<file path="config.mk">
export PLATFORM = sky130hd
export DESIGN_NAME = hamming_ecc_check
export DESIGN_NICKNAME = d
export VERILOG_FILES = /design/src/rtl/ecc_pkg.sv /design/src/rtl/ecc_raw_pack.sv /design/src/rtl/ecc_syndrome_classify.sv /design/src/rtl/ecc_result_reg.sv /design/src/rtl/hamming_ecc_check.sv
export SDC_FILE = /design/constraint.sdc
export NUM_CORES = 1
export LEC_CHECK = 0
export ABC_AREA = 1
export BUFFER_PORTS_ARGS = -buffer_cell sky130_fd_sc_hd__clkbuf_2
export CORE_MARGIN = 2
export CORE_UTILIZATION = 35
export CTS_CLUSTER_DIAMETER = 40
export DETAILED_ROUTE_END_ITERATION = 8
export SETUP_SLACK_MARGIN = 0.15
export SLEW_MARGIN = 20
export SYNTH_ARGS = -nofsm -noshare
export SYNTH_HDL_FRONTEND = slang
export SYNTH_SLANG_ARGS = --single-unit
</file>
<file path="constraint.sdc">
create_clock -name clk -period 0.9 [get_ports clk]
set_clock_uncertainty 0.1 [all_clocks]
set_input_delay 0.045 -clock clk [delete_from_list [all_inputs] [get_ports clk]]
set_output_delay 0.045 -clock clk [all_outputs]
set_load 0.01 [all_outputs]
</file>
<file path="src/rtl/ecc_pkg.sv">
package ecc_pkg;

  localparam int HALF_W_DEF   = 12;
  localparam int RAW_W_DEF    = 32;
  localparam int LANE_OFS_DEF = 16;
  localparam int BIT_IDX_W    = 3;

  typedef enum logic [1:0] {
    ST_CLEAN    = 2'd0,
    ST_DATA_FIX = 2'd1,
    ST_CODE_ERR = 2'd2,
    ST_UNCORR   = 2'd3
  } ecc_status_e;

endpackage

</file>
<file path="src/rtl/ecc_raw_pack.sv">
module ecc_raw_pack #(
  parameter int HALF_W   = ecc_pkg::HALF_W_DEF,
  parameter int RAW_W    = ecc_pkg::RAW_W_DEF,
  parameter int LANE_OFS = ecc_pkg::LANE_OFS_DEF
) (
  input  logic [RAW_W-1:0]    raw_i,
  output logic [2*HALF_W-1:0] code_o
);

  localparam int CODE_W = 2 * HALF_W;

  function automatic logic [RAW_W-1:0] lane_mask();
    logic [RAW_W-1:0] m;
    m = '0;
    for (int i = 0; i < HALF_W; i++) begin
      m[i]            = 1'b1;
      m[LANE_OFS + i] = 1'b1;
    end
    return m;
  endfunction

  localparam logic [RAW_W-1:0] USED_MASK = lane_mask();

  // Low lane feeds the low code half, high lane the high half; both inverted
  // so that an all-zero calculator value maps to the erased all-ones code.
  for (genvar g = 0; g < HALF_W; g++) begin : g_lane
    assign code_o[g]          = ~raw_i[g];
    assign code_o[HALF_W + g] = ~raw_i[LANE_OFS + g];
  end

  logic [RAW_W-1:0] unused_raw_bits;
  assign unused_raw_bits = raw_i & ~USED_MASK;

  logic unused_code_w;
  assign unused_code_w = (CODE_W == 0);

endmodule

</file>
<file path="src/rtl/ecc_syndrome_classify.sv">
module ecc_syndrome_classify
  import ecc_pkg::*;
#(
  parameter int HALF_W       = ecc_pkg::HALF_W_DEF,
  parameter int SECTOR_BYTES = 512
) (
  input  logic [2*HALF_W-1:0]         stored_i,
  input  logic [2*HALF_W-1:0]         calc_i,
  output ecc_status_e                 status_o,
  output logic [HALF_W-BIT_IDX_W-1:0] byte_o,
  output logic [BIT_IDX_W-1:0]        bit_o
);

  localparam int CODE_W = 2 * HALF_W;
  localparam int BYTE_W = HALF_W - BIT_IDX_W;
  localparam logic [BYTE_W:0] SECT_LIM = SECTOR_BYTES[BYTE_W:0];

  logic [CODE_W-1:0] diff;
  logic [HALF_W-1:0] half_cmp;
  logic              pair_full;
  logic              any_diff;
  logic              one_hot;
  logic [BYTE_W-1:0] loc_byte;
  logic [BIT_IDX_W-1:0] loc_bit;
  logic              loc_in_sector;

  assign diff = stored_i ^ calc_i;

  // Each upper syndrome bit must be the complement of its lower partner.
  for (genvar g = 0; g < HALF_W; g++) begin : g_pair
    assign half_cmp[g] = diff[g] ^ diff[HALF_W + g];
  end

  assign pair_full     = &half_cmp;
  assign any_diff      = |diff;
  assign one_hot       = any_diff && ((diff & (diff - CODE_W'(1))) == '0);
  assign loc_byte      = diff[CODE_W-1 -: BYTE_W];
  assign loc_bit       = diff[HALF_W +: BIT_IDX_W];
  assign loc_in_sector = {1'b0, loc_byte} < SECT_LIM;

  always_comb begin
    status_o = ST_UNCORR;
    byte_o   = '0;
    bit_o    = '0;
    if (!any_diff) begin
      status_o = ST_CLEAN;
    end else if (pair_full) begin
      if (loc_in_sector) begin
        status_o = ST_DATA_FIX;
        byte_o   = loc_byte;
        bit_o    = loc_bit;
      end
    end else if (one_hot) begin
      status_o = ST_CODE_ERR;
    end
  end

endmodule

</file>
<file path="src/rtl/ecc_result_reg.sv">
module ecc_result_reg
  import ecc_pkg::*;
#(
  parameter int HALF_W = ecc_pkg::HALF_W_DEF
) (
  input  logic                        clk,
  input  logic                        rst_n,
  input  logic                        load_i,
  input  ecc_status_e                 status_i,
  input  logic [HALF_W-BIT_IDX_W-1:0] byte_i,
  input  logic [BIT_IDX_W-1:0]        bit_i,
  input  logic [2*HALF_W-1:0]         code_i,
  output logic                        valid_o,
  output ecc_status_e                 status_o,
  output logic [HALF_W-BIT_IDX_W-1:0] byte_o,
  output logic [BIT_IDX_W-1:0]        bit_o,
  output logic [2*HALF_W-1:0]         code_o
);

  always_ff @(posedge clk or negedge rst_n) begin
    if (!rst_n) begin
      valid_o <= 1'b0;
    end else begin
      valid_o <= load_i;
    end
  end

  always_ff @(posedge clk or negedge rst_n) begin
    if (!rst_n) begin
      status_o <= ST_CLEAN;
      byte_o   <= '0;
      bit_o    <= '0;
      code_o   <= '0;
    end else if (load_i) begin
      status_o <= status_i;
      byte_o   <= byte_i;
      bit_o    <= bit_i;
      code_o   <= code_i;
    end
  end

endmodule

</file>
<file path="src/rtl/hamming_ecc_check.sv">
module hamming_ecc_check
  import ecc_pkg::*;
#(
  parameter int HALF_W       = ecc_pkg::HALF_W_DEF,
  parameter int RAW_W        = ecc_pkg::RAW_W_DEF,
  parameter int LANE_OFS     = ecc_pkg::LANE_OFS_DEF,
  parameter int SECTOR_BYTES = 512
) (
  input  logic                        clk,
  input  logic                        rst_n,
  input  logic                        req_valid,
  input  logic [2*HALF_W-1:0]         req_stored,
  input  logic [RAW_W-1:0]            req_raw,
  output logic                        res_valid,
  output logic [1:0]                  res_status,
  output logic [HALF_W-BIT_IDX_W-1:0] res_byte,
  output logic [BIT_IDX_W-1:0]        res_bit,
  output logic [2*HALF_W-1:0]         res_code
);

  localparam int CODE_W = 2 * HALF_W;
  localparam int BYTE_W = HALF_W - BIT_IDX_W;

  logic [CODE_W-1:0]    calc_code;
  ecc_status_e          cls_status;
  logic [BYTE_W-1:0]    cls_byte;
  logic [BIT_IDX_W-1:0] cls_bit;
  ecc_status_e          held_status;

  ecc_raw_pack #(
    .HALF_W  (HALF_W),
    .RAW_W   (RAW_W),
    .LANE_OFS(LANE_OFS)
  ) u_pack (
    .raw_i (req_raw),
    .code_o(calc_code)
  );

  ecc_syndrome_classify #(
    .HALF_W      (HALF_W),
    .SECTOR_BYTES(SECTOR_BYTES)
  ) u_classify (
    .stored_i(req_stored),
    .calc_i  (calc_code),
    .status_o(cls_status),
    .byte_o  (cls_byte),
    .bit_o   (cls_bit)
  );

  ecc_result_reg #(
    .HALF_W(HALF_W)
  ) u_result (
    .clk     (clk),
    .rst_n   (rst_n),
    .load_i  (req_valid),
    .status_i(cls_status),
    .byte_i  (cls_byte),
    .bit_i   (cls_bit),
    .code_i  (calc_code),
    .valid_o (res_valid),
    .status_o(held_status),
    .byte_o  (res_byte),
    .bit_o   (res_bit),
    .code_o  (res_code)
  );

  assign res_status = held_status;

endmodule

</file>
**Yosys cells after proc, flatten, opt, wreduce, memory -nomap -nowiden**

Cells that the tools add are included.
W data, S select, Z words.

- Register bits after elaboration: 39
- Bits of input ports: 59
- Output and inout bits: 39
- Logic and storage cells: 55

- Add/subtract/negate cells: 1
- Multiplexer cells: 7
- Bitwise operators: 38
- Reduce and logical (&&, ||, !) cells: 4

Operators by type and width:

| cell | number |
|---|---|
| $and A24 B24 Y24 | 1 |
| $logic_not A24 Y1 | 1 |
| $not A1 Y1 | 24 |
| $reduce_or A24 Y1 | 1 |
| $sub A24 B1 Y24 const B | 1 |
| $xor A24 B24 Y24 | 1 |
| $mux W9 | 2 |
| $reduce_and A12 Y1 | 1 |
| $xor A1 B1 Y1 | 12 |
| $mux W3 | 2 |
| $mux W2 | 2 |
| $logic_and A1 B1 Y1 | 1 |
| $mux W1 | 1 |

**Longest topological paths before layout**

Gate-level depths: netlist (run 1).

- Word-level depth: 9
- Mapped depth: 16
- Depth with buffers taken out: 16

**Cells and area by module**

From an unflattened synthesis (run 1), not the netlist that was laid out.

- Cell total of the unflattened synthesis: 510
- Area, all modules: 2951.6 sq um

By module, submodules not included:

| module | instances | cells each | area an instance (sq um) | seq. area each (sq um) |
|---|---|---|---|---|
| ecc_result_reg | 1 | 162 | 1477.7 | 975.9 |
| ecc_syndrome_classify | 1 | 324 | 1383.8 | 0.0 |
| ecc_raw_pack | 1 | 24 | 90.1 | 0.0 |

**Least setup slack after synthesis (run 1)**

OpenSTA, ideal clock, no wires.

- Kind: input port to flip-flop
- From: input req_stored[11]
- To: register u_result.status_o[0]
- Setup time: 0.116 ns
- Arrival time: 1.095 ns
- Data required time: 0.684 ns
- Setup slack: -0.412 ns
- Cell stages on the path: 15
- Path buffers: 0
- Cells stage by stage: inv_1 > nand2_1 > nand2_1 > nor2_1 > nand2_1 > nor2_1 > nand2_1 > nand2_1 > nand2_1 > nor2_1 > nand2_1 > nor2_1 > nand2_1 > nand2_1 > nand2_1

- Cells in the longest elaborated chain, start to end: 8
- Elaborated cells between the ends (all ways): 11
- Those cells by class: add/sub: 1; mux: 3; bitwise: 3; reduce/logical: 4

RTL lines:

| what | line | source |
|---|---|---|
| from (decl) | hamming_ecc_check.sv:12 | `input logic [2*HALF_W-1:0] req_stored,` |
| $xor A24 B24 Y24 (*) | ecc_syndrome_classify.sv:27 | `assign diff = stored_i ^ calc_i;` |
| $sub A24 B1 Y24 | ecc_syndrome_classify.sv:36 | `assign one_hot = any_diff && ((diff & (diff - CODE_W'(1))) == '0);` |
| $and A24 B24 Y24 | ecc_syndrome_classify.sv:36 |  |
| $logic_not A24 Y1 | ecc_syndrome_classify.sv:36 |  |
| $logic_and A1 B1 Y1 | ecc_syndrome_classify.sv:36 |  |
| $mux W1 | ecc_syndrome_classify.sv:53 | `end else if (one_hot) begin` |
| $mux W2 | ecc_syndrome_classify.sv:47 | `end else if (pair_full) begin` |
| $mux W2 (*) | ecc_syndrome_classify.sv:45 | `if (!any_diff) begin` |
| to (signal assigned) | ecc_result_reg.sv:35 | `status_o <= status_i;` |
| to (decl) | ecc_result_reg.sv:14 | `output ecc_status_e status_o,` |

Mark *: on every way between the ends. The rest lies on a longest branch, timed or not.
A chain may end at the register's enable or synchronous reset.

**Final worst setup path (run 1)**

- From: input req_stored[0]
- To: register u_result.byte_o[7]

- Cells in the longest elaborated chain, start to end: 5
- Elaborated cells between the ends (all ways): 6
- Those cells by class: mux: 2; bitwise: 2; reduce/logical: 2

RTL lines:

| what | line | source |
|---|---|---|
| $xor A24 B24 Y24 (*) | ecc_syndrome_classify.sv:27 |  |
| $xor A1 B1 Y1 | ecc_syndrome_classify.sv:31 | `assign half_cmp[g] = diff[g] ^ diff[HALF_W + g];` |
| $reduce_and A12 Y1 | ecc_syndrome_classify.sv:34 | `assign pair_full = &half_cmp;` |
| $mux W9 | ecc_syndrome_classify.sv:47 |  |
| $mux W9 (*) | ecc_syndrome_classify.sv:45 |  |
| to (signal assigned) | ecc_result_reg.sv:36 | `byte_o <= byte_i;` |
| to (decl) | ecc_result_reg.sv:15 | `output logic [HALF_W-BIT_IDX_W-1:0] byte_o,` |

Marks and branches as above.

==> results of run 1 <==
## worst paths after layout
path                                                       start  depth (start not counted)                               end  slack [ps]
worst max-delay path                               req_stored[0]                         15    u_result.byte_o[7]$_DFFE_PN0P_        -430
worst min-delay path                                  req_raw[2]                          3    u_result.code_o[2]$_DFFE_PN0P_         -80
worst max register to register  u_result.status_o[1]$_DFFE_PN0P_                          4  u_result.status_o[1]$_DFFE_PN0P_         -60
worst min register to register   u_result.code_o[13]$_DFFE_PN0P_                          2   u_result.code_o[13]$_DFFE_PN0P_         390
max in group asynchronous                                  rst_n                          3   u_result.code_o[22]$_DFFE_PN0P_         330
min in group asynchronous                                  rst_n                          3    u_result.code_o[7]$_DFFE_PN0P_         140
## layer usage
layer / share of wire / global-route usage
met1: 0.48 / 0.290
met2: 0.47 / 0.373
met3: 0.033 / 0.0258
met4: 0.012 / 0.0650
met5: 0 / 0
## layout by cell type (no fill, tap or decap), types with 4 or more instances in the layout
| cell | netlist | layout |
|---|---|---|
| buf_8 | 0 | 4 |
| dfrtp_1 | 39 | 39 |
| nor2_4 | 0 | 9 |
| o21ai_2 | 10 | 18 |
| buf_6 | 1 | 22 |
| nor2_2 | 4 | 14 |
| nor2_1 | 43 | 24 |
| o21ai_1 | 1 | 23 |
| buf_4 | 0 | 81 |
| nand2_1 | 263 | 218 |
| nand3_1 | 9 | 8 |
| buf_12 | 0 | 4 |
| dlygate4sd3_1 | 0 | 20 |
| clkbuf_2 | 0 | 75 |
| inv_4 | 0 | 5 |
| clkbuf_8 | 0 | 5 |
| nand2_2 | 3 | 35 |
| inv_2 | 4 | 15 |
| nand2_4 | 0 | 13 |
| inv_1 | 59 | 41 |
## registers in the layout, indices dropped and copies added, names as in the netlist
register,cells
u_result.code_o,24
u_result.byte_o,9
u_result.bit_o,3
u_result.status_o,2
u_result.valid_o,1
## worst max-delay path, delay by kind of cell
family | cells | cell delay [ps]
compound gates | 1 | 60
buf+inv | 5 | 500
simple gates | 9 | 810
## power by group through the flow
stage,sequential (W),combinational [W],clock (W)
floorplan,0.00199,0.000639,0
global placement,0.00194,0.00148,0
detailed placement,0.00194,0.00150,0
CTS,0.00191,0.00171,0.00189
global route,0.00193,0.00214,0.00192
finish,0.00191,0.00194,0.00183
## per-stage QoR
step	area (µm²)	utilization	hold slack [ps]	instances	setup TNS, ps
after detailed placement	3960	0.512	-57.4	732	-10990
after CTS	4560	0.590	-109	774	-8070
after global placement	3960	0.512	-63.7	732	-10880
after floorplan	2870	-	-351	480	-4420
final	4960	0.642	-82.9	793	-8190
after global routing	4960	0.642	-81.2	793	-10190
## cell families after synthesis
group / Yosys count / share of synthesized area
AND/OR/NAND/NOR: 324 / 0.449
buffers and inverters: 70 / 0.0973
AO/OA/AOI/OAI: 44 / 0.0927
flip-flops: 39 / 0.351
XOR/XNOR: 3 / 0.00946
## cell usage after synthesis, drive strengths merged
cell	instances
xor2	1
inv	63
o21ai	42
nand2	266
nand3	9
dfrtp	39
nor3	1
clkbuf	6
nor2	47
xnor2	2
or2	1
buf	1
a21oi	2
## final cells by class
type                            instances  area (µm²)  share of cell area
Tap cell                              102         128              0.0257
Sequential cell                        39         976               0.197
Multi-Input combinational cell        371        1850               0.373
Timing Repair Buffer                  210        1610               0.324
Clock buffer                            5        68.8              0.0139
Clock inverter                          3        67.6              0.0136
Inverter                               63         267              0.0537
## what timing repair did
| action | 4_1_cts | 5_1_grt |
|---|---|---|
| resized for setup | 55 | 105 |
| endpoints found under the hold margin | 64 | 5 |
| pin swaps | 18 | 48 |
| setup endpoints to repair | 56 | 75 |
| hold buffers | 21 | 1 |
| gates cloned | 0 | 0 |
| buffers inserted | 13 | 18 |
==> results.json, run 1 <==
{
  "rows": 32,
  "boundaryPins": 98,
  "syn-num-nets": 539,
  "swShare": 0.313,
  "fp.dieH_um": 93.1,
  "synth_largest_area_cell": "nand2_1",
  "worstPathMaxFanout": 6,
  "cts_buffers": 5,
  "endpoint_kind": "flip-flop",
  "fillers": 706,
  "syn_to_final_growth_pct": 78.5,
  "drt_iter0_markers": 100,
  "routed_via_density": 4.42,
  "routed_wl_um": 9410,
  "syn_avg_cell_area_um2": 5.79,
  "grt_max_degree": 40,
  "synthCells": 480,
  "clock_sinks": 39,
  "final_min_period_over_clock_period": 1.48,
  "power_frac_comb": 0.341,
  "arrival_ps": 1430,
  "drive_gt1_frac": 0.449,
  "antenna_found_initial": 0,
  "cpMaxStageDelayCell": "nor2_4",
  "startpoint_type": "primary input",
  "drc": 0,
  "violations": "hold timing, setup timing",
  "num_antenna_cells": 0,
  "coreArea_um2": 7730,
  "cp_cell_sequence": "buf_12 > inv_12 > buf_6 > nand2_4 > nand2_4 > nand2_4 > nor2_4 > buf_4 > nand3_2 > nor2_2 > nand2_1 > nand2_1 > or2_4 > buf_8 > o21ai_2",
  "netSwitchingPower_w": 0.00178,
  "worstMarginPinSlew_ps": 267,
  "leakage_nw": 2.81,
  "dp_slack_ps": -839,
  "hpwl_um": 7130,
  "gp_congestion": 0.884,
  "outcome": "finished, violations left",
  "fin_nets": 749,
  "final_antenna_net_count": 0,
  "hold_class": "in2reg",
  "gr-total-overflow": 0,
  "synthesis.area_um2": 2780,
  "clockPowerShare": 0.323,
  "clock_latency_ps": 300,
  "cts-root-buf": "clkbuf_8",
  "synth_cell_types": 18,
  "portBuffers": 89,
  "ys.warnings.count": 0,
  "criticalPathCategory": "in2reg",
  "rsz0062_at_grt": "true",
  "firstDrtPassIters": 4,
  "clkTransAtPathRegs_ps": 80,
  "fp.dieW_um": 93.1,
  "required_ps": 1000,
  "totalPowerFinal_w": 0.00569,
  "synth_seq_area_share": 0.351,
  "finalMaxSlewViolations": 0,
  "hold_violations": 4,
  "synth_top_area_frac": 0.355,
  "ir_worst_vdd_mv": 0.737,
  "hold_slack_ps": -82.9,
  "seqPwrFrac": 0.336,
  "htreeDepth": 2,
  "critPathMostFrequentCell": "nand2_4",
  "vias": 3509,
  "cts_tree": "done",
  "p_int_w": 0.00390,
  "max_stage_delay_ps": 170,
  "power_density_nw_per_um2": 1150,
  "post-route-min-period_ps": 1330,
  "fin_ws_ps": -434,
  "grt_pass1_vias": 3289,
  "wl_per_cell_um": 11.9,
  "fmax_mhz": 750,
  "cap_violations": 0,
  "clk_path_buf_depth": 2,
  "max-slew-margin-rel": 0.821,
  "grt_pass1_wl_um": 15000,
  "ys_top_cells_by_area": "nand2_1 (36%), dfrtp_1 (35%), inv_1 (8.0%)",
  "die_area_um2": 8670,
  "initial_core_util": 0.360,
  "setup_violations": 53,
  "ys_ff_latch": 39,
  "track_usage": 0.218
}
Note: power is estimated with default switching activity, not from simulation.
==> run 2: changes to the inputs <==
ABC_CLOCK_PERIOD_IN_PS = 900   (was not set)
REMOVE_ABC_BUFFERS = 1   (was not set)
==> results.json, run 2 (synthesized netlist as in run 1, its figures left out) <==
{
  "fp.dieH_um": 93.1,
  "clkTransAtPathRegs_ps": 80,
  "dp_slack_ps": -887,
  "finalMaxSlewViolations": 0,
  "syn_to_final_growth_pct": 87.1,
  "worstMarginPinSlew_ps": 249,
  "rows": 32,
  "fin_nets": 736,
  "power_density_nw_per_um2": 1020,
  "required_ps": 1030,
  "fin_ws_ps": -373,
  "vias": 3561,
  "hold_class": "in2reg",
  "coreArea_um2": 7730,
  "ir_worst_vdd_mv": 0.574,
  "r2r-end": "u_result.status_o[1]$_DFFE_PN0P_",
  "clock_sinks": 39,
  "grt_pass1_vias": 3189,
  "hold_violations": 5,
  "drc": 0,
  "boundaryPins": 98,
  "fp.dieW_um": 93.1,
  "timing.rr.start": "u_result.status_o[1]$_DFFE_PN0P_",
  "htreeDepth": 2,
  "antenna_found_initial": 0,
  "arrival_ps": 1400,
  "regMostFlops": "u_result.code_o",
  "cap_violations": 0,
  "routed_via_density": 4.57,
  "drive_gt1_frac": 0.535,
  "wl_per_cell_um": 11.9,
  "final_common_cell": "nand2_1",
  "track_usage": 0.209,
  "routed_wl_um": 9250,
  "design_area_um2": 5200,
  "leakage_nw": 2.81,
  "rr_worst_depth": 3,
  "gr-total-overflow": 0,
  "reg2reg_slack_ps": 50,
  "hold_depth": 2,
  "dpl.cell_count": 727,
  "initial_core_util": 0.360,
  "endpoint_kind": "flip-flop",
  "cts-root-buf": "clkbuf_8",
  "max-slew-margin-rel": 0.833,
  "top_regs": "u_result.code_o x24, u_result.byte_o x9, u_result.bit_o x3",
  "place_area_um2": 3840,
  "hold_end": "u_result.code_o[22]$_DFFE_PN0P_",
  "startpoint_type": "primary input",
  "grt_max_degree": 40,
  "hold_slack_ps": -126,
  "clock_latency_ps": 290,
  "post-route-min-period_ps": 1270,
  "criticalPathCategory": "in2reg",
  "mostFrequentLayoutCells": "nand2_1 (181), buf_4 (65), clkbuf_2 (60)",
  "violations": "hold timing, setup timing",
  "grt_pass1_wl_um": 14600,
  "worstPathMaxFanout": 8,
  "cts_buffers": 5,
  "fmax_mhz": 785,
  "setup_violations": 53,
  "final_min_period_over_clock_period": 1.41,
  "drt_iter0_markers": 104,
  "finalNonFillerCells": 779,
  "rsz0062_at_grt": "true",
  "portBuffers": 89,
  "gp_congestion": 0.875,
  "cts_tree": "done",
  "hpwl_um": 6760,
  "largest_reg_flops": 24,
  "worstHoldStart": "req_raw[26]",
  "clk_path_buf_depth": 2,
  "outcome": "finished, violations left",
  "final_antenna_net_count": 0,
  "num_antenna_cells": 0,
  "firstDrtPassIters": 4,
  "die_area_um2": 8670
}
## run 2: power by group
part	switching [W]	internal (W)
registers	0.0000579	0.00185
logic	0.00109	0.00102
clock network	0.000658	0.000603
## run 2: critical path: stages
cell	delay, ps
clkbuf_2	110
inv_2	60
nand2_1	50
nand2_2	80
buf_4	120
nand2_1	50
nand2_1	80
nand2_2	70
nor2_4	120
nand3_2	90
or2_4	270
buf_12	150
o21ai_2	100
## run 2: worst max-delay path by stage
stage	start	to	depth (start not counted)
finish	req_raw[2]	u_result.byte_o[1]$_DFFE_PN0P_	13
global route	req_stored[2]	u_result.status_o[0]$_DFFE_PN0P_	16
CTS	req_raw[9]	u_result.status_o[0]$_DFFE_PN0P_	17
detailed placement	req_stored[9]	u_result.status_o[0]$_DFFE_PN0P_	17
global placement	req_stored[9]	u_result.status_o[0]$_DFFE_PN0P_	17
floorplan	req_raw[4]	u_result.bit_o[2]$_DFFE_PN0P_	11
## run 2: layout make-up
| cell class | count | area (µm²) |
|---|---|---|
| clock inverter | 1 | 5.00 |
| tap | 102 | 128 |
| fill | 720 | 2530 |
| clock buffer | 6 | 82.6 |
| inverter | 63 | 254 |
| multi-input combinational | 371 | 2100 |
| timing repair buffer | 197 | 1650 |
| sequential | 39 | 976 |
## run 2: timing repair
action                                  in CTS  in global routing
endpoints found under the setup margin      53                 78
resized for setup                          121                202
gates cloned                                 0                  0
hold buffers                                12                  8
setup buffers                               11                 14
endpoints found under the hold margin       64                 13
pin swaps                                   46                 88
## run 2: stage by stage
step	setup TNS (ps)	total power (W)	util
CTS	-7060	0.00492	0.585
global route	-9620	0.00562	0.673
floorplan	-6930	0.00257	-
global placement	-10850	0.00333	0.497
detailed placement	-11180	0.00335	0.497
finish	-7050	0.00529	0.673
## run 2: layer usage
metal | part of all wire | vias up | GRT usage
met2 | 0.49 | 65 | 0.355
met3 | 0.030 | 10 | 0.0226
met4 | 0.015 | 0 | 0.0576
met5 | 0 | - | 0
met1 | 0.46 | 1654 | 0.283
li1 | - | 1832 | -
